File: config.mk
export PLATFORM = sky130hd
export DESIGN_NAME = wu_line_ctrl
export DESIGN_NICKNAME = d
export VERILOG_FILES = /design/src/rtl/wu_line_pkg.sv /design/src/rtl/wu_retry_timer.sv /design/src/rtl/wu_hit_decode.sv /design/src/rtl/wu_line_seq.sv /design/src/rtl/wu_line_ctrl.sv
export SDC_FILE = /design/constraint.sdc
export NUM_CORES = 1
export LEC_CHECK = 0
export CELL_PAD_IN_SITES_DETAIL_PLACEMENT = 0
export CELL_PAD_IN_SITES_GLOBAL_PLACEMENT = 1
export CORE_ASPECT_RATIO = 0.9
export CORE_MARGIN = 3
export CORE_UTILIZATION = 41
export DETAILED_ROUTE_END_ITERATION = 8
export GPL_ROUTABILITY_DRIVEN = 0
export PLACE_DENSITY_LB_ADDON = 0.1
export SYNTH_ARGS = -nofsm -noshare
export SYNTH_HDL_FRONTEND = slang
export SYNTH_SLANG_ARGS = --single-unit
File: constraint.sdc
create_clock -name clk -period 4.4 [get_ports clk]
set_input_delay 0.66 -clock clk [delete_from_list [all_inputs] [get_ports clk]]
set_output_delay 0.66 -clock clk [all_outputs]
set_load 0.005 [all_outputs]
File: src/rtl/wu_line_pkg.sv
package wu_line_pkg;

   typedef struct packed {
      logic trans;
      logic modif;
      logic excl;
   } line_st_t;

   typedef enum logic [1:0] {
      CMD_NONE   = 2'b00,
      CMD_CHECK  = 2'b01,
      CMD_UPDATE = 2'b10
   } bus_cmd_e;

   typedef enum logic [1:0] {
      RSP_NOCOPY = 2'b00,
      RSP_TRANS  = 2'b01,
      RSP_CLEAN  = 2'b10,
      RSP_DIRTY  = 2'b11
   } bus_rsp_e;

   typedef enum logic [3:0] {
      S_IDLE,
      S_CHECK,
      S_SNOOP,
      S_RETRY,
      S_WBWAIT,
      S_FETCH,
      S_FILL,
      S_UPDATE,
      S_WBACK,
      S_WBACK_ACK
   } seq_e;

   typedef enum logic [2:0] {
      A_NONE,
      A_EVICT_DROP,
      A_EVICT_WB,
      A_READ_HIT,
      A_WRITE_LOCAL,
      A_WRITE_BCAST,
      A_MISS
   } act_e;

endpackage

File: src/rtl/wu_retry_timer.sv
module wu_retry_timer #(
   parameter int unsigned RETRY_CYCLES = 16
) (
   input  logic clk,
   input  logic rst_n,
   input  logic run,
   output logic done
);
   localparam int unsigned CNT_W = $clog2(RETRY_CYCLES + 1);
   localparam logic [CNT_W-1:0] LAST = CNT_W'(RETRY_CYCLES - 1);

   generate
      if (RETRY_CYCLES < 1) begin : g_bad_retry
         $error("wu_retry_timer: RETRY_CYCLES must be at least 1");
      end
   endgenerate

   logic [CNT_W-1:0] cnt;

   assign done = run && (cnt == LAST);

   always_ff @(posedge clk or negedge rst_n) begin
      if (!rst_n) begin
         cnt <= '0;
      end else if (!run || done) begin
         cnt <= '0;
      end else begin
         cnt <= cnt + 1'b1;
      end
   end
endmodule

File: src/rtl/wu_hit_decode.sv
module wu_hit_decode
   import wu_line_pkg::*;
(
   input  logic     line_valid,
   input  line_st_t line_st,
   input  logic     cpu_valid,
   input  logic     cpu_write,
   input  logic     evict_valid,
   output act_e     act
);
   always_comb begin
      act = A_NONE;
      if (evict_valid) begin
         if (line_valid && line_st.modif) act = A_EVICT_WB;
         else                             act = A_EVICT_DROP;
      end else if (cpu_valid) begin
         if (!line_valid) begin
            act = A_MISS;
         end else if (line_st.trans) begin
            act = A_NONE;
         end else if (!cpu_write) begin
            act = A_READ_HIT;
         end else if (line_st.excl) begin
            act = A_WRITE_LOCAL;
         end else begin
            act = A_WRITE_BCAST;
         end
      end
   end
endmodule

File: src/rtl/wu_line_seq.sv
module wu_line_seq
   import wu_line_pkg::*;
(
   input  logic       clk,
   input  logic       rst_n,
   input  act_e       act,
   input  logic       cpu_valid,
   input  logic       cpu_write,
   input  logic       bus_cmd_ready,
   input  logic       bus_rsp_valid,
   input  logic [1:0] bus_rsp,
   input  logic       bus_wb_done,
   input  logic       mem_req_ready,
   input  logic       mem_ack,
   input  logic       retry_done,
   output logic       retry_run,
   output logic       cpu_ready,
   output logic       evict_ready,
   output logic       bus_cmd_valid,
   output logic [1:0] bus_cmd,
   output logic       mem_req_valid,
   output logic       mem_req_wr,
   output logic       line_valid,
   output line_st_t   line_st
);
   seq_e st;
   logic wr_q;
   logic remote_q;

   always_ff @(posedge clk or negedge rst_n) begin
      if (!rst_n) begin
         st         <= S_IDLE;
         line_valid <= 1'b0;
         line_st    <= '0;
         wr_q       <= 1'b0;
         remote_q   <= 1'b0;
      end else begin
         case (st)
            S_IDLE: begin
               case (act)
                  A_EVICT_DROP: begin
                     line_valid <= 1'b0;
                     line_st    <= '0;
                  end
                  A_EVICT_WB: begin
                     line_st <= '{trans: 1'b1, modif: 1'b1, excl: 1'b0};
                     st      <= S_WBACK;
                  end
                  A_WRITE_LOCAL: line_st <= '{trans: 1'b0, modif: 1'b1, excl: 1'b1};
                  A_WRITE_BCAST: st <= S_UPDATE;
                  A_MISS: begin
                     wr_q <= cpu_write;
                     st   <= S_CHECK;
                  end
                  default: ;
               endcase
            end
            S_CHECK: if (bus_cmd_ready) st <= S_SNOOP;
            S_SNOOP: begin
               if (bus_rsp_valid) begin
                  if (bus_rsp == RSP_TRANS) begin
                     st <= S_RETRY;
                  end else begin
                     line_valid <= 1'b1;
                     line_st    <= '{trans: 1'b1, modif: wr_q, excl: 1'b0};
                     remote_q   <= (bus_rsp != RSP_NOCOPY);
                     st         <= (bus_rsp == RSP_DIRTY) ? S_WBWAIT : S_FETCH;
                  end
               end
            end
            S_RETRY:  if (retry_done)    st <= S_CHECK;
            S_WBWAIT: if (bus_wb_done)   st <= S_FETCH;
            S_FETCH:  if (mem_req_ready) st <= S_FILL;
            S_FILL: begin
               if (mem_ack) begin
                  line_st <= '{trans: 1'b0, modif: wr_q, excl: !remote_q};
                  st      <= S_IDLE;
               end
            end
            S_UPDATE: begin
               if (bus_cmd_ready) begin
                  line_st <= '{trans: 1'b0, modif: 1'b1, excl: 1'b0};
                  st      <= S_IDLE;
               end
            end
            S_WBACK: if (mem_req_ready) st <= S_WBACK_ACK;
            S_WBACK_ACK: begin
               if (mem_ack) begin
                  line_valid <= 1'b0;
                  line_st    <= '0;
                  st         <= S_IDLE;
               end
            end
            default: st <= S_IDLE;
         endcase
      end
   end

   assign retry_run     = (st == S_RETRY);
   assign bus_cmd_valid = (st == S_CHECK) || (st == S_UPDATE);
   assign bus_cmd       = (st == S_UPDATE) ? CMD_UPDATE :
                          (st == S_CHECK)  ? CMD_CHECK  : CMD_NONE;
   assign mem_req_valid = (st == S_FETCH) || (st == S_WBACK);
   assign mem_req_wr    = (st == S_WBACK);

   assign cpu_ready   = ((st == S_IDLE) && ((act == A_READ_HIT) || (act == A_WRITE_LOCAL)))
                     || ((st == S_UPDATE) && cpu_valid && bus_cmd_ready);
   assign evict_ready = ((st == S_IDLE) && (act == A_EVICT_DROP))
                     || ((st == S_WBACK_ACK) && mem_ack);
endmodule

File: src/rtl/wu_line_ctrl.sv
module wu_line_ctrl
   import wu_line_pkg::*;
#(
   parameter int unsigned RETRY_CYCLES = 16
) (
   input  logic       clk,
   input  logic       rst_n,
   input  logic       cpu_valid,
   input  logic       cpu_write,
   output logic       cpu_ready,
   input  logic       evict_valid,
   output logic       evict_ready,
   output logic       bus_cmd_valid,
   output logic [1:0] bus_cmd,
   input  logic       bus_cmd_ready,
   input  logic       bus_rsp_valid,
   input  logic [1:0] bus_rsp,
   input  logic       bus_wb_done,
   output logic       mem_req_valid,
   output logic       mem_req_wr,
   input  logic       mem_req_ready,
   input  logic       mem_ack,
   output logic       line_valid,
   output logic [2:0] line_state
);
   act_e     act;
   line_st_t line_st;
   logic     retry_run;
   logic     retry_done;

   wu_hit_decode u_decode (
      .line_valid  (line_valid),
      .line_st     (line_st),
      .cpu_valid   (cpu_valid),
      .cpu_write   (cpu_write),
      .evict_valid (evict_valid),
      .act         (act)
   );

   wu_retry_timer #(.RETRY_CYCLES(RETRY_CYCLES)) u_timer (
      .clk   (clk),
      .rst_n (rst_n),
      .run   (retry_run),
      .done  (retry_done)
   );

   wu_line_seq u_seq (
      .clk           (clk),
      .rst_n         (rst_n),
      .act           (act),
      .cpu_valid     (cpu_valid),
      .cpu_write     (cpu_write),
      .bus_cmd_ready (bus_cmd_ready),
      .bus_rsp_valid (bus_rsp_valid),
      .bus_rsp       (bus_rsp),
      .bus_wb_done   (bus_wb_done),
      .mem_req_ready (mem_req_ready),
      .mem_ack       (mem_ack),
      .retry_done    (retry_done),
      .retry_run     (retry_run),
      .cpu_ready     (cpu_ready),
      .evict_ready   (evict_ready),
      .bus_cmd_valid (bus_cmd_valid),
      .bus_cmd       (bus_cmd),
      .mem_req_valid (mem_req_valid),
      .mem_req_wr    (mem_req_wr),
      .line_valid    (line_valid),
      .line_st       (line_st)
   );

   assign line_state = line_st;
endmodule

==> results_tabular.tex, run 1 <==
\begin{tabular}{lr}
\hline
Metric & Value \\
\hline
\multicolumn{2}{l}{\textbf{Yosys}} \\
\quad Dominant combinational cell family by area after synthesis & simple AND/OR/NAND/NOR gates \\
\quad Compound-cell area share of the yosys netlist & about 22\% \\
\quad Simple-gate share of the synthesized area & 28.39\% \\
\quad Syn. warnings & 0 \\
\quad Netlist cell types & between 40 and 50 \\
\quad Post-synthesis net count & 147 \\
\quad Number of register bits inferred by synthesis & 15 \\
\quad Cell accounting for the most synthesized area & sky130\_fd\_sc\_hd\_\_dfrtp\_1 \\
\quad Most common cell in the synthesized netlist & sky130\_fd\_sc\_hd\_\_dfrtp\_1 \\
\quad Multiplexer area fraction after synthesis & 7.933\% \\
\quad Share of Yosys cell area claimed by the top area cell type & between 30\% and 40\% \\
\quad Synth Area in Adders & between 2 and 2.5\% \\
\quad Post-synthesis async set-or-reset flop share & 100.0\% \\
\quad Area of the mapped netlist & $\sim$1200 um\^{}2 \\
\quad Synth top cells by count & 15 x sky130\_fd\_sc\_hd\_\_dfrtp\_1, 13 x sky130\_fd\_sc\_hd\_\_nand2\_1, 10 x sky130\_fd\_sc\_hd\_\_inv\_1 \\
\quad Primary FF master, synth & sky130\_fd\_sc\_hd\_\_dfrtp\_1 \\
\quad Number of enable flip-flop cells after synthesis & 0 \\
\quad Synth Area in XOR/XNOR & roughly 1.5\% \\
\quad Synthesized instance count & roughly 130 \\
\quad Average size of a mapped cell & approximately 9.0 um\^{}2 \\
\quad Post-synthesis sequential area ratio & between 30\% and 40\% \\
\quad Cell types occupying the most area after synthesis & sky130\_fd\_sc\_hd\_\_dfrtp\_1 31\%, sky130\_fd\_sc\_hd\_\_nand2\_1 4.1\%, sky130\_fd\_sc\_hd\_\_a21oi\_1 3.8\% \\
\multicolumn{2}{l}{\textbf{CTS}} \\
\quad Resized cells post-CTS & 0 \\
\quad Insertion delay of the later-clocked pin in the worst-skew pair & approximately 0.29 ns \\
\quad Number of buffers on the longest clock path & 2 \\
\quad Hold\_buf cts & 0 \\
\quad Clock root buffer & sky130\_fd\_sc\_hd\_\_clkbuf\_4 \\
\quad Clock-pin transition on the worst setup and hold timing paths & $\sim$0.090 ns \\
\quad Post-CTS Setup Inserts & 0 \\
\quad Maximum level of the CTS H-tree & 1 \\
\quad TritonCTS clock tree & built \\
\quad Clock sink total & 15 \\
\quad Number of buffers created by CTS & 3 \\
\multicolumn{2}{l}{\textbf{Setup path}} \\
\quad Worst r2r src & u\_timer.cnt[0] \\
\quad Number of cells on the worst reg-to-reg path & 8 \\
\quad Endpoint class of the critical path & output pin \\
\quad Critical Setup Path Class & reg -> out \\
\quad Endpoint arrival time on the critical path & between 2 and 3 ns \\
\quad Max FO, Critical Path & 23 \\
\quad RR Endpoint & u\_seq.st[1] \\
\quad Cell at the slowest stage of the critical path & sky130\_fd\_sc\_hd\_\_or4\_4 \\
\quad Series of cell instances along the critical path & or4\_4 > or2\_1 > o32ai\_1 > clkdlybuf4s50\_1 \\
\quad Data required time of the critical path & 3.74 ns \\
\quad Buf+Inv Stages, Crit Path & 1 \\
\quad Worst reg2reg setup slack & approximately 2 ns \\
\quad Cell type group with the largest total delay on the critical path & simple AND/OR/NAND/NOR gates \\
\quad Slowest Stage Delay on Critical Path & approximately 0.67 ns \\
\quad Worst Setup Start Kind & flip-flop \\
\multicolumn{2}{l}{\textbf{Global route}} \\
\quad Total global routing track utilization & around 17\% \\
\quad Global route overflow & 0 \\
\quad Number of global-route vias before repair & between 1000 and 1500 \\
\quad Maximum number of pins on one net before global-route repair & 24 \\
\quad Global-route wire length before repair & 4.864 mm \\
\quad Number of antenna violations at the first check in global routing & 0 \\
\multicolumn{2}{l}{\textbf{Pwr}} \\
\quad Total power of the final layout & around 840 uW \\
\quad Internal Power & 481.6 uW \\
\quad Share of power burned in registers & $\sim$34\% \\
\quad Switching power & between 300 and 400 uW \\
\quad Leak pwr & approximately 0.0006 uW \\
\quad Share of total power in the clock network & roughly a tenth \\
\quad Total power density per cell area & 579.2 nW/um\^{}2 \\
\quad Net switching fraction of the power & 42.61\% \\
\quad Combinational fraction of design power & 56.5\% \\
\quad Maximum ir drop on the vdd rail & around 0.34 mV \\
\multicolumn{2}{l}{\textbf{Layout}} \\
\quad Share of post-route cells with drive strength above 1 & under 10\% \\
\quad Area growth from synthesis to layout & 20.88\% \\
\quad Number of cells in the finished layout apart from fillers & 190 \\
\quad Antenna cell count & 0 \\
\quad Number of filler instances in the final layout & around 260 \\
\quad Number of nets at the end of the flow & 167 \\
\quad Core Util, Final & between 50\% and 60\% \\
\multicolumn{2}{l}{\textbf{Place}} \\
\quad Placed wire-length estimate after detailed placement & about 2.1 mm \\
\quad PortBufs & 22 \\
\quad Number of placed instances, taps included & between 150 and 200 \\
\multicolumn{2}{l}{\textbf{Timing}} \\
\quad Measured slew at the worst slew-check pin & about 0.7 ns \\
\quad Max-slew violation total from the final report & 0 \\
\quad Shortest clock period the worst path allows after layout & 3.359 ns \\
\quad Setup repair after global routing missed its margin & no \\
\quad Number of setup violations in the final report & 0 \\
\quad Layout Skew & 0.007988 ns \\
\quad Worst Hold Margin & about 0.47 ns \\
\quad Final Hold Vio Count & 0 \\
\quad Total Neg Setup Slack & 0 ns \\
\quad Final worst-path cycle share & 76.34\% \\
\quad Highest Clock Rate & approximately 0.30 GHz \\
\quad Slew HR & 53.39\% \\
\multicolumn{2}{l}{\textbf{Floorplanning}} \\
\quad Area of the core region & about 2600 um\^{}2 \\
\quad I/O pin total & 23 \\
\quad Die X & $\sim$63 um \\
\quad Starting Density & $\sim$46\% \\
\quad Area of the die & about 3600 um\^{}2 \\
\quad Floorplan die height & approximately 57 um \\
\quad Total number of placement rows & 17 \\
\multicolumn{2}{l}{\textbf{Route}} \\
\quad First-pass iteration count of the detailed router & 4 \\
\quad Post-Route WL & approximately 2.8 mm \\
\quad Detailed-route vias per instance & 5.584 \\
\quad Residual antenna-violating net count after detailed routing & 0 \\
\quad Via total after detailed routing & approximately 1100 \\
\quad Iteration-0 DRC count of the detailed router & 36 \\
\quad Avg WL per Cell & around 15 um \\
\quad DRC errors left & 0 \\
\multicolumn{2}{l}{\textbf{Min path}} \\
\quad Hold Path Sink & u\_timer.cnt[0] \\
\quad Worst Hold Depth & 1 \\
\quad Class of the worst hold path & reg -> reg \\
\quad Hold Crit Start & u\_timer.cnt[0] \\
\multicolumn{2}{l}{\textbf{Outcome}} \\
\quad Status & completed \\
\multicolumn{2}{l}{\textbf{Flow run}} \\
\quad Max-cap check violation count & 0 \\
\hline
\end{tabular}
area by class of cell:
| class | instances | area [um^2] | area share (%) |
|---|---|---|---|
| Multi-Input combinational cell | 101 | 740.7 | 51.12 |
| Sequential cell | 15 | 375.4 | 25.91 |
| Timing Repair Buffer | 22 | 220.2 | 15.20 |
| Tap cell | 38 | 47.55 | 3.282 |
| Inverter | 10 | 37.54 | 2.591 |
| Clock buffer | 3 | 22.52 | 1.554 |
| Clock inverter | 1 | 5.005 | 0.3454 |
power groups by stage:
stage	sequential [uW]	combinational (uW)	clock (uW)
after floorplan	214	418	0
after global placement	284	471	0
after detailed placement	286	474	0
after CTS	283	476	84.7
after global routing	295	517	91.8
final	285	474	80.6
cells in the final DEF, fill, tap and decap left out, types with 4 or more instances in the layout:
cell type,Yosys,final
sky130_fd_sc_hd__clkdlybuf4s50_1,0,22
sky130_fd_sc_hd__dfrtp_1,15,15
sky130_fd_sc_hd__nand2_1,13,13
sky130_fd_sc_hd__nand2b_1,5,5
sky130_fd_sc_hd__mux2_1,4,4
sky130_fd_sc_hd__nor2_1,9,9
sky130_fd_sc_hd__nor3_1,5,5
sky130_fd_sc_hd__inv_1,10,10
sky130_fd_sc_hd__a21oi_1,9,9
kinds of logic after synthesis:
kind of cell             after synthesis
AO/OA/AOI/OAI                         32
XOR/XNOR                               2
adder cells (fa/ha/maj)                2
buffers and inverters                 17
flip-flops                            15
multiplexers                           8
AND/OR/NAND/NOR                       57
worst reg2reg max path: stages, from the launching register on:
cell and delay (ns):
sky130_fd_sc_hd__dfrtp_1 0.41, sky130_fd_sc_hd__ha_1 0.23, sky130_fd_sc_hd__and3_1 0.19, sky130_fd_sc_hd__ha_1 0.18
sky130_fd_sc_hd__or4bb_1 0.47, sky130_fd_sc_hd__a21oi_1 0.26, sky130_fd_sc_hd__a2111oi_4 0.10, sky130_fd_sc_hd__o31a_4 0.16
sky130_fd_sc_hd__mux2_4 0.30
state kept, by name, summed over array words and instances, names as in the netlist:
| name | count |
|---|---|
| u_seq.wr_q | 1 |
| u_seq.st | 4 |
| u_seq.line_st | 3 |
| u_seq.line_valid | 1 |
| u_timer.cnt | 5 |
| u_seq.remote_q | 1 |
metal layers:
metal  share of wire, %  global-route usage [%]  vias up
met5                  0                       0        -
met4               0.85                   3.774        0
met3                5.1                   5.118        4
met2                 48                   27.97       29
met1                 46                   21.39      499
li1                   -                       -      529
stage by stage:
stage                     area (um^2)  setup slack [ns]
after detailed placement         1421             1.230
after global routing             1449            0.8784
after CTS                        1449             1.043
after floorplan                  1199             2.105
after global placement           1421             1.267
final                            1449             1.041
how the worst max path moves through the flow:
| stage | slack [ns] | start | depth (start not counted) | to |
|---|---|---|---|---|
| 6_report | 1.04 | u_seq.st[0] | 4 | cpu_ready |
| 4_1_cts | 1.04 | u_seq.st[0] | 4 | cpu_ready |
| 5_1_grt | 0.88 | u_seq.st[3] | 4 | cpu_ready |
| 3_5_place_dp | 1.23 | evict_valid | 5 | cpu_ready |
| 2_1_floorplan | 2.11 | u_seq.st[3] | 4 | cpu_ready |
| 3_3_place_gp | 1.27 | evict_valid | 5 | cpu_ready |
(Power assumes the default switching activity.)
==> run 2: changes to the inputs <==
Settings changed: CORE_UTILIZATION 41 to 38.
Clock period 4.4 ns to 3.15 ns, I/O delays scaled along.
==> run 2 against run 1 <==
Against the previous run: die area rose by 7.1%; flip-flop and latch count stayed put; register-to-register slack got worse by 1.3 ns; count of clock-buffer cells in the layout is the same.
==> results_tabular.tex, run 2 (synthesis gave the netlist of run 1 again) <==
\begin{tabular}{lr}
\hline
Metric & Value \\
\hline
\multicolumn{2}{l}{\textbf{Outcome}} \\
\quad Status & completed \\
\multicolumn{2}{l}{\textbf{CTS}} \\
\quad Post-CTS Setup Inserts & 0 \\
\quad Insertion delay of the later-clocked pin in the worst-skew pair & 0.29 ns \\
\quad Clock root buffer & sky130\_fd\_sc\_hd\_\_clkbuf\_4 \\
\quad Maximum level of the CTS H-tree & 1 \\
\quad TritonCTS clock tree & built \\
\quad Clock-pin transition on the worst setup and hold timing paths & 0.10 ns \\
\quad Hold\_buf cts & 0 \\
\quad Resized cells post-CTS & 0 \\
\quad Clock sink total & 15 \\
\quad Number of buffers on the longest clock path & 2 \\
\quad Number of buffers created by CTS & 3 \\
\multicolumn{2}{l}{\textbf{Route}} \\
\quad Detailed-route vias per instance & about 5.5 \\
\quad Post-Route WL & 2.979 mm \\
\quad DRC errors left & 0 \\
\quad Via total after detailed routing & $\sim$1100 \\
\quad First-pass iteration count of the detailed router & 4 \\
\quad Avg WL per Cell & approximately 15 um \\
\quad Iteration-0 DRC count of the detailed router & 62 \\
\quad Residual antenna-violating net count after detailed routing & 0 \\
\multicolumn{2}{l}{\textbf{Pwr}} \\
\quad Maximum ir drop on the vdd rail & slightly below 0.4 mV \\
\quad Leak pwr & between 0.0006 and 0.0007 uW \\
\quad Total power density per cell area & roughly 800 nW/um\^{}2 \\
\multicolumn{2}{l}{\textbf{Floorplanning}} \\
\quad Area of the core region & 2883 um\^{}2 \\
\quad Total number of placement rows & 18 \\
\quad Die X & 65.20 um \\
\quad Starting Density & about 42\% \\
\quad Area of the die & between 3000 and 4000 um\^{}2 \\
\quad Floorplan die height & 59.28 um \\
\quad I/O pin total & 23 \\
\multicolumn{2}{l}{\textbf{Place}} \\
\quad PortBufs & 22 \\
\quad Number of placed instances, taps included & approximately 190 \\
\quad Placement-stage worst setup slack & 0.3732 ns \\
\quad Placed wire-length estimate after detailed placement & approximately 2.2 mm \\
\multicolumn{2}{l}{\textbf{Layout}} \\
\quad Most frequent cells in the layout & 22 x sky130\_fd\_sc\_hd\_\_clkdlybuf4s50\_1, 15 x sky130\_fd\_sc\_hd\_\_dfrtp\_1, 13 x sky130\_fd\_sc\_hd\_\_nand2\_1 \\
\quad Registers with the most flip-flops & u\_timer.cnt (5), u\_seq.st (4), u\_seq.line\_st (3) \\
\quad Number of nets at the end of the flow & $\sim$170 \\
\quad Antenna cell count & 0 \\
\quad Commonest non-fill, non-tap cell in the layout & sky130\_fd\_sc\_hd\_\_clkdlybuf4s50\_1 \\
\quad Largest register FFs & 5 \\
\quad Core Util, Final & between 50\% and 60\% \\
\quad Number of cells in the finished layout apart from fillers & approximately 200 \\
\quad Number of filler instances in the final layout & between 300 and 400 \\
\quad Register name with the most flops & u\_timer.cnt \\
\quad Share of post-route cells with drive strength above 1 & approximately 10\% \\
\quad Area growth from synthesis to layout & 23.59\% \\
\multicolumn{2}{l}{\textbf{Setup path}} \\
\quad Number of cells on the worst reg-to-reg path & 8 \\
\quad Endpoint arrival time on the critical path & roughly 2.4 ns \\
\quad Data required time of the critical path & 2.68 ns \\
\quad Max FO, Critical Path & 5 \\
\quad RR Endpoint & u\_seq.st[1] \\
\quad Worst reg2reg setup slack & about 0.72 ns \\
\quad Worst Setup Start Kind & flip-flop \\
\quad Endpoint class of the critical path & output pin \\
\quad Critical Setup Path Class & reg -> out \\
\quad Worst r2r src & u\_timer.cnt[0] \\
\multicolumn{2}{l}{\textbf{Timing}} \\
\quad Measured slew at the worst slew-check pin & $\sim$0.72 ns \\
\quad Slack of the critical path & between 0.3 and 0.4 ns \\
\quad Highest Clock Rate & 0.3519 GHz \\
\quad Max-slew violation total from the final report & 0 \\
\quad Layout Skew & about 0.003 ns \\
\quad Shortest clock period the worst path allows after layout & roughly 2.8 ns \\
\quad Setup repair after global routing missed its margin & no \\
\quad Final worst-path cycle share & between 90 and 100\% \\
\quad Final Hold Vio Count & 0 \\
\quad Total Neg Setup Slack & 0 ns \\
\quad Slew HR & roughly half \\
\quad Number of setup violations in the final report & 0 \\
\multicolumn{2}{l}{\textbf{Global route}} \\
\quad Maximum number of pins on one net before global-route repair & 23 \\
\quad Number of global-route vias before repair & $\sim$1000 \\
\quad Global route overflow & 0 \\
\quad Total global routing track utilization & approximately 16\% \\
\quad Number of antenna violations at the first check in global routing & 0 \\
\quad Global-route wire length before repair & between 4 and 5 mm \\
\multicolumn{2}{l}{\textbf{Flow run}} \\
\quad Max-cap check violation count & 0 \\
\multicolumn{2}{l}{\textbf{Min path}} \\
\quad Hold Crit Start & u\_timer.cnt[0] \\
\quad Class of the worst hold path & reg -> reg \\
\quad Hold Path Sink & u\_timer.cnt[0] \\
\quad Worst Hold Depth & 1 \\
\hline
\end{tabular}
-- run 2: report_power, final --
| part | switching [uW] | internal [uW] | leakage (uW) |
|---|---|---|---|
| clock network | 67.9 | 47.2 | 0.0000177 |
| logic | 402 | 405 | 0.000409 |
| registers | 43.5 | 249 | 0.000197 |
| total | 514 | 701 | 0.000624 |
-- run 2: metrics by stage --
| stage | cell area [um^2] | power (uW) | hold WS (ns) |
|---|---|---|---|
| floorplan | 1199 | 882.6 | 0.1769 |
| CTS | 1481 | 1219 | 0.4839 |
| finish | 1481 | 1215 | 0.4795 |
| global route | 1481 | 1302 | 0.5065 |
| global placement | 1454 | 1089 | 0.4490 |
| detailed placement | 1454 | 1097 | 0.4698 |
-- run 2: final cells by class --
| cell class | instances | area, um^2 | area share, % |
|---|---|---|---|
| sequential | 15 | 375.4 | 25.34 |
| clock buffer | 3 | 22.52 | 1.520 |
| timing repair buffer | 26 | 250.2 | 16.89 |
| multi-input combinational | 101 | 740.7 | 50.00 |
| inverter | 10 | 37.54 | 2.534 |
| clock inverter | 1 | 5.005 | 0.3378 |
| tap | 40 | 50.05 | 3.378 |
-- run 2: critical path: stages, from the launching register on --
cell	delay, ns
sky130_fd_sc_hd__dfrtp_1	0.40
sky130_fd_sc_hd__or4_4	0.60
sky130_fd_sc_hd__or2_1	0.27
sky130_fd_sc_hd__o32ai_1	0.26
sky130_fd_sc_hd__clkdlybuf4s50_1	0.54
-- run 2: layer usage --
metal  up-vias  global-route usage [%]  share of wire (%)
li1        535                       -                  -
met1       515                   21.93                 47
met2        33                   26.55                 48
met3         2                   3.795                4.2
met4         0                   2.071               0.47
met5         -                       0                  0
-- run 2: worst max path at each step --
stage / startpoint / endpoint / slack, ns / depth (start not counted)
global route: u_seq.st[1] / cpu_ready / 0.22 / 4
CTS: u_seq.st[1] / cpu_ready / 0.30 / 4
finish: u_seq.st[1] / cpu_ready / 0.31 / 4
detailed placement: evict_valid / cpu_ready / 0.37 / 5
global placement: evict_valid / cpu_ready / 0.40 / 5
floorplan: u_timer.cnt[0] / u_seq.st[0] / 0.88 / 8
==> run 3: changes to the inputs <==
Settings changed: CORE_ASPECT_RATIO 0.9 to 1.4, GPL_ROUTABILITY_DRIVEN 0 to default, SLEW_MARGIN from default to 10.
==> run 3 against run 2 <==
Against the previous run: combinational power about the same; wire length increased by 0.74%; flip-flop and latch count unchanged; clock power rose by 35%; largest cell class unchanged.
==> results_tabular.tex, run 3 (synthesis gave the netlist of run 1 again) <==
\begin{tabular}{lr}
\hline
Metric & Value \\
\hline
\multicolumn{2}{l}{\textbf{Outcome}} \\
\quad Status & completed \\
\multicolumn{2}{l}{\textbf{Layout}} \\
\quad Core Util, Final & 50.98\% \\
\quad Area growth from synthesis to layout & 24.84\% \\
\quad Share of post-route cells with drive strength above 1 & slightly above 10\% \\
\quad Number of nets at the end of the flow & 171 \\
\quad Area used by multi-input combinational logic & roughly 740 um\^{}2 \\
\quad Total non-filler cell area in the finished layout & about 1500 um\^{}2 \\
\quad Number of filler instances in the final layout & around 310 \\
\quad Registers with the most flip-flops & u\_timer.cnt (5), u\_seq.st (4), u\_seq.line\_st (3) \\
\quad Antenna cell count & 0 \\
\quad Most frequent cells in the layout & 22 x sky130\_fd\_sc\_hd\_\_clkdlybuf4s50\_1, 15 x sky130\_fd\_sc\_hd\_\_dfrtp\_1, 13 x sky130\_fd\_sc\_hd\_\_nand2\_1 \\
\quad Largest register FFs & 5 \\
\quad Register name with the most flops & u\_timer.cnt \\
\quad Commonest non-fill, non-tap cell in the layout & sky130\_fd\_sc\_hd\_\_clkdlybuf4s50\_1 \\
\quad Flip-flop and latch area & between 300 and 400 um\^{}2 \\
\quad Number of cells in the finished layout apart from fillers & $\sim$190 \\
\multicolumn{2}{l}{\textbf{CTS}} \\
\quad Post-CTS Setup Inserts & 0 \\
\quad Hold\_buf cts & 0 \\
\quad Clock root buffer & sky130\_fd\_sc\_hd\_\_clkbuf\_8 \\
\quad Number of buffers on the longest clock path & 2 \\
\quad Maximum level of the CTS H-tree & 1 \\
\quad Insertion delay of the later-clocked pin in the worst-skew pair & 0.24 ns \\
\quad Clock-pin transition on the worst setup and hold timing paths & $\sim$0.060 ns \\
\quad Number of buffers created by CTS & 3 \\
\quad Resized cells post-CTS & 0 \\
\quad Clock sink total & 15 \\
\quad TritonCTS clock tree & built \\
\multicolumn{2}{l}{\textbf{Route}} \\
\quad First-pass iteration count of the detailed router & 4 \\
\quad Detailed-route vias per instance & $\sim$5.7 \\
\quad DRC errors left & 0 \\
\quad Avg WL per Cell & approximately 16 um \\
\quad Iteration-0 DRC count of the detailed router & between 40 and 50 \\
\quad Via total after detailed routing & about 1100 \\
\quad Post-Route WL & around 3 mm \\
\quad Residual antenna-violating net count after detailed routing & 0 \\
\multicolumn{2}{l}{\textbf{Pwr}} \\
\quad Leak pwr & between 0.0006 and 0.0007 uW \\
\quad Total power density per cell area & 839.1 nW/um\^{}2 \\
\quad Maximum ir drop on the vdd rail & 0.3911 mV \\
\multicolumn{2}{l}{\textbf{Setup path}} \\
\quad Data required time of the critical path & about 2.7 ns \\
\quad Critical path depth in cells & 5 \\
\quad Series of cell instances along the critical path & clkdlybuf4s50\_1 > nand2b\_1 > or2\_1 > o32ai\_1 > clkdlybuf4s50\_1 \\
\quad Endpoint class of the critical path & output pin \\
\quad Cell at the slowest stage of the critical path & sky130\_fd\_sc\_hd\_\_clkdlybuf4s50\_1 \\
\quad Worst Setup Start Kind & primary input \\
\quad Cell type group with the largest total delay on the critical path & buffers and inverters \\
\quad Most frequent cell on the critical path & sky130\_fd\_sc\_hd\_\_clkdlybuf4s50\_1 \\
\quad Critical Setup Path Class & in -> out \\
\quad Buf+Inv Stages, Crit Path & 2 \\
\quad Slowest Stage Delay on Critical Path & about 0.55 ns \\
\quad Max FO, Critical Path & 5 \\
\quad Endpoint arrival time on the critical path & between 2 and 2.5 ns \\
\quad Number of cells on the worst reg-to-reg path & 8 \\
\multicolumn{2}{l}{\textbf{Timing}} \\
\quad Slack of the critical path & $\sim$0.31 ns \\
\quad Setup repair after global routing missed its margin & no \\
\quad Measured slew at the worst slew-check pin & 0.6932 ns \\
\quad Total Neg Setup Slack & 0 ns \\
\quad Final worst-path cycle share & 90.21\% \\
\quad Max-slew violation total from the final report & 0 \\
\quad Layout Skew & roughly 0.00087 ns \\
\quad Highest Clock Rate & about 0.35 GHz \\
\quad Number of setup violations in the final report & 0 \\
\quad Final Hold Vio Count & 0 \\
\quad Shortest clock period the worst path allows after layout & 2.842 ns \\
\quad Slew HR & 53.64\% \\
\multicolumn{2}{l}{\textbf{Floorplanning}} \\
\quad Starting Density & about two fifths \\
\quad Die X & 53.47 um \\
\quad Total number of placement rows & 23 \\
\quad Floorplan die height & between 70 and 80 um \\
\quad Area of the die & $\sim$3900 um\^{}2 \\
\quad Area of the core region & between 2000 and 3000 um\^{}2 \\
\quad I/O pin total & 23 \\
\multicolumn{2}{l}{\textbf{Place}} \\
\quad PortBufs & 22 \\
\quad Number of placed instances, taps included & between 150 and 200 \\
\quad Weighted congestion at the end of routability-driven global placement & $\sim$0.8 \\
\quad Placed wire-length estimate after detailed placement & 2.249 mm \\
\quad Instance area after placement & roughly 1500 um\^{}2 \\
\quad Placement-stage worst setup slack & $\sim$0.34 ns \\
\multicolumn{2}{l}{\textbf{Global route}} \\
\quad Number of antenna violations at the first check in global routing & 0 \\
\quad Global route overflow & 0 \\
\quad Global-route wire length before repair & roughly 5.3 mm \\
\quad Number of global-route vias before repair & 1144 \\
\quad Total global routing track utilization & 17.99\% \\
\quad Maximum number of pins on one net before global-route repair & 23 \\
\multicolumn{2}{l}{\textbf{Min path}} \\
\quad Class of the worst hold path & reg -> reg \\
\quad Worst Hold Depth & 1 \\
\multicolumn{2}{l}{\textbf{Flow run}} \\
\quad Max-cap check violation count & 0 \\
\hline
\end{tabular}
-- run 3: per-stage QoR --
| stage | power (uW) | hold slack, ns |
|---|---|---|
| finish | 1256 | 0.4818 |
| global route | 1363 | 0.4905 |
| CTS | 1268 | 0.4805 |
| detailed placement | 1107 | 0.4717 |
| global placement | 1092 | 0.4575 |
| floorplan | 882.6 | 0.1769 |
-- run 3: cell type report --
class                      count  share of cell area (%)
clock buffer                   3                   2.759
clock inverter                 1                  0.3344
inverter                      10                   2.508
multi-input combinational    101                   49.50
sequential                    15                   25.08
tap                           37                   3.094
timing repair buffer          26                   16.72
-- run 3: path summary, 6_finish.rpt --
kind | startpoint | end | slack (ns)
max reg2reg | u_timer.cnt[0] | u_seq.st[1] | 0.76
min in group asynchronous | rst_n | u_seq.wr_q | 0.65
max | evict_valid | cpu_ready | 0.31
min reg2reg | u_timer.cnt[0] | u_timer.cnt[0] | 0.48
min | u_timer.cnt[0] | u_timer.cnt[0] | 0.48
max in group asynchronous | rst_n | u_seq.remote_q | 2.07
-- run 3: power by group --
group          internal, uW  total (uW)  switching [uW]
combinational           405         807             403
clock                  87.5         155            67.7
sequential              250         293            43.2
-- run 3: per-layer routing --
layer | vias up | part of all wire [%] | GRT usage, %
met4 | 0 | 0.70 | 5.966
met5 | - | 0 | 0
met3 | 2 | 3.1 | 1.232
met2 | 28 | 51 | 30.01
met1 | 535 | 45 | 24.16
li1 | 539 | - | -
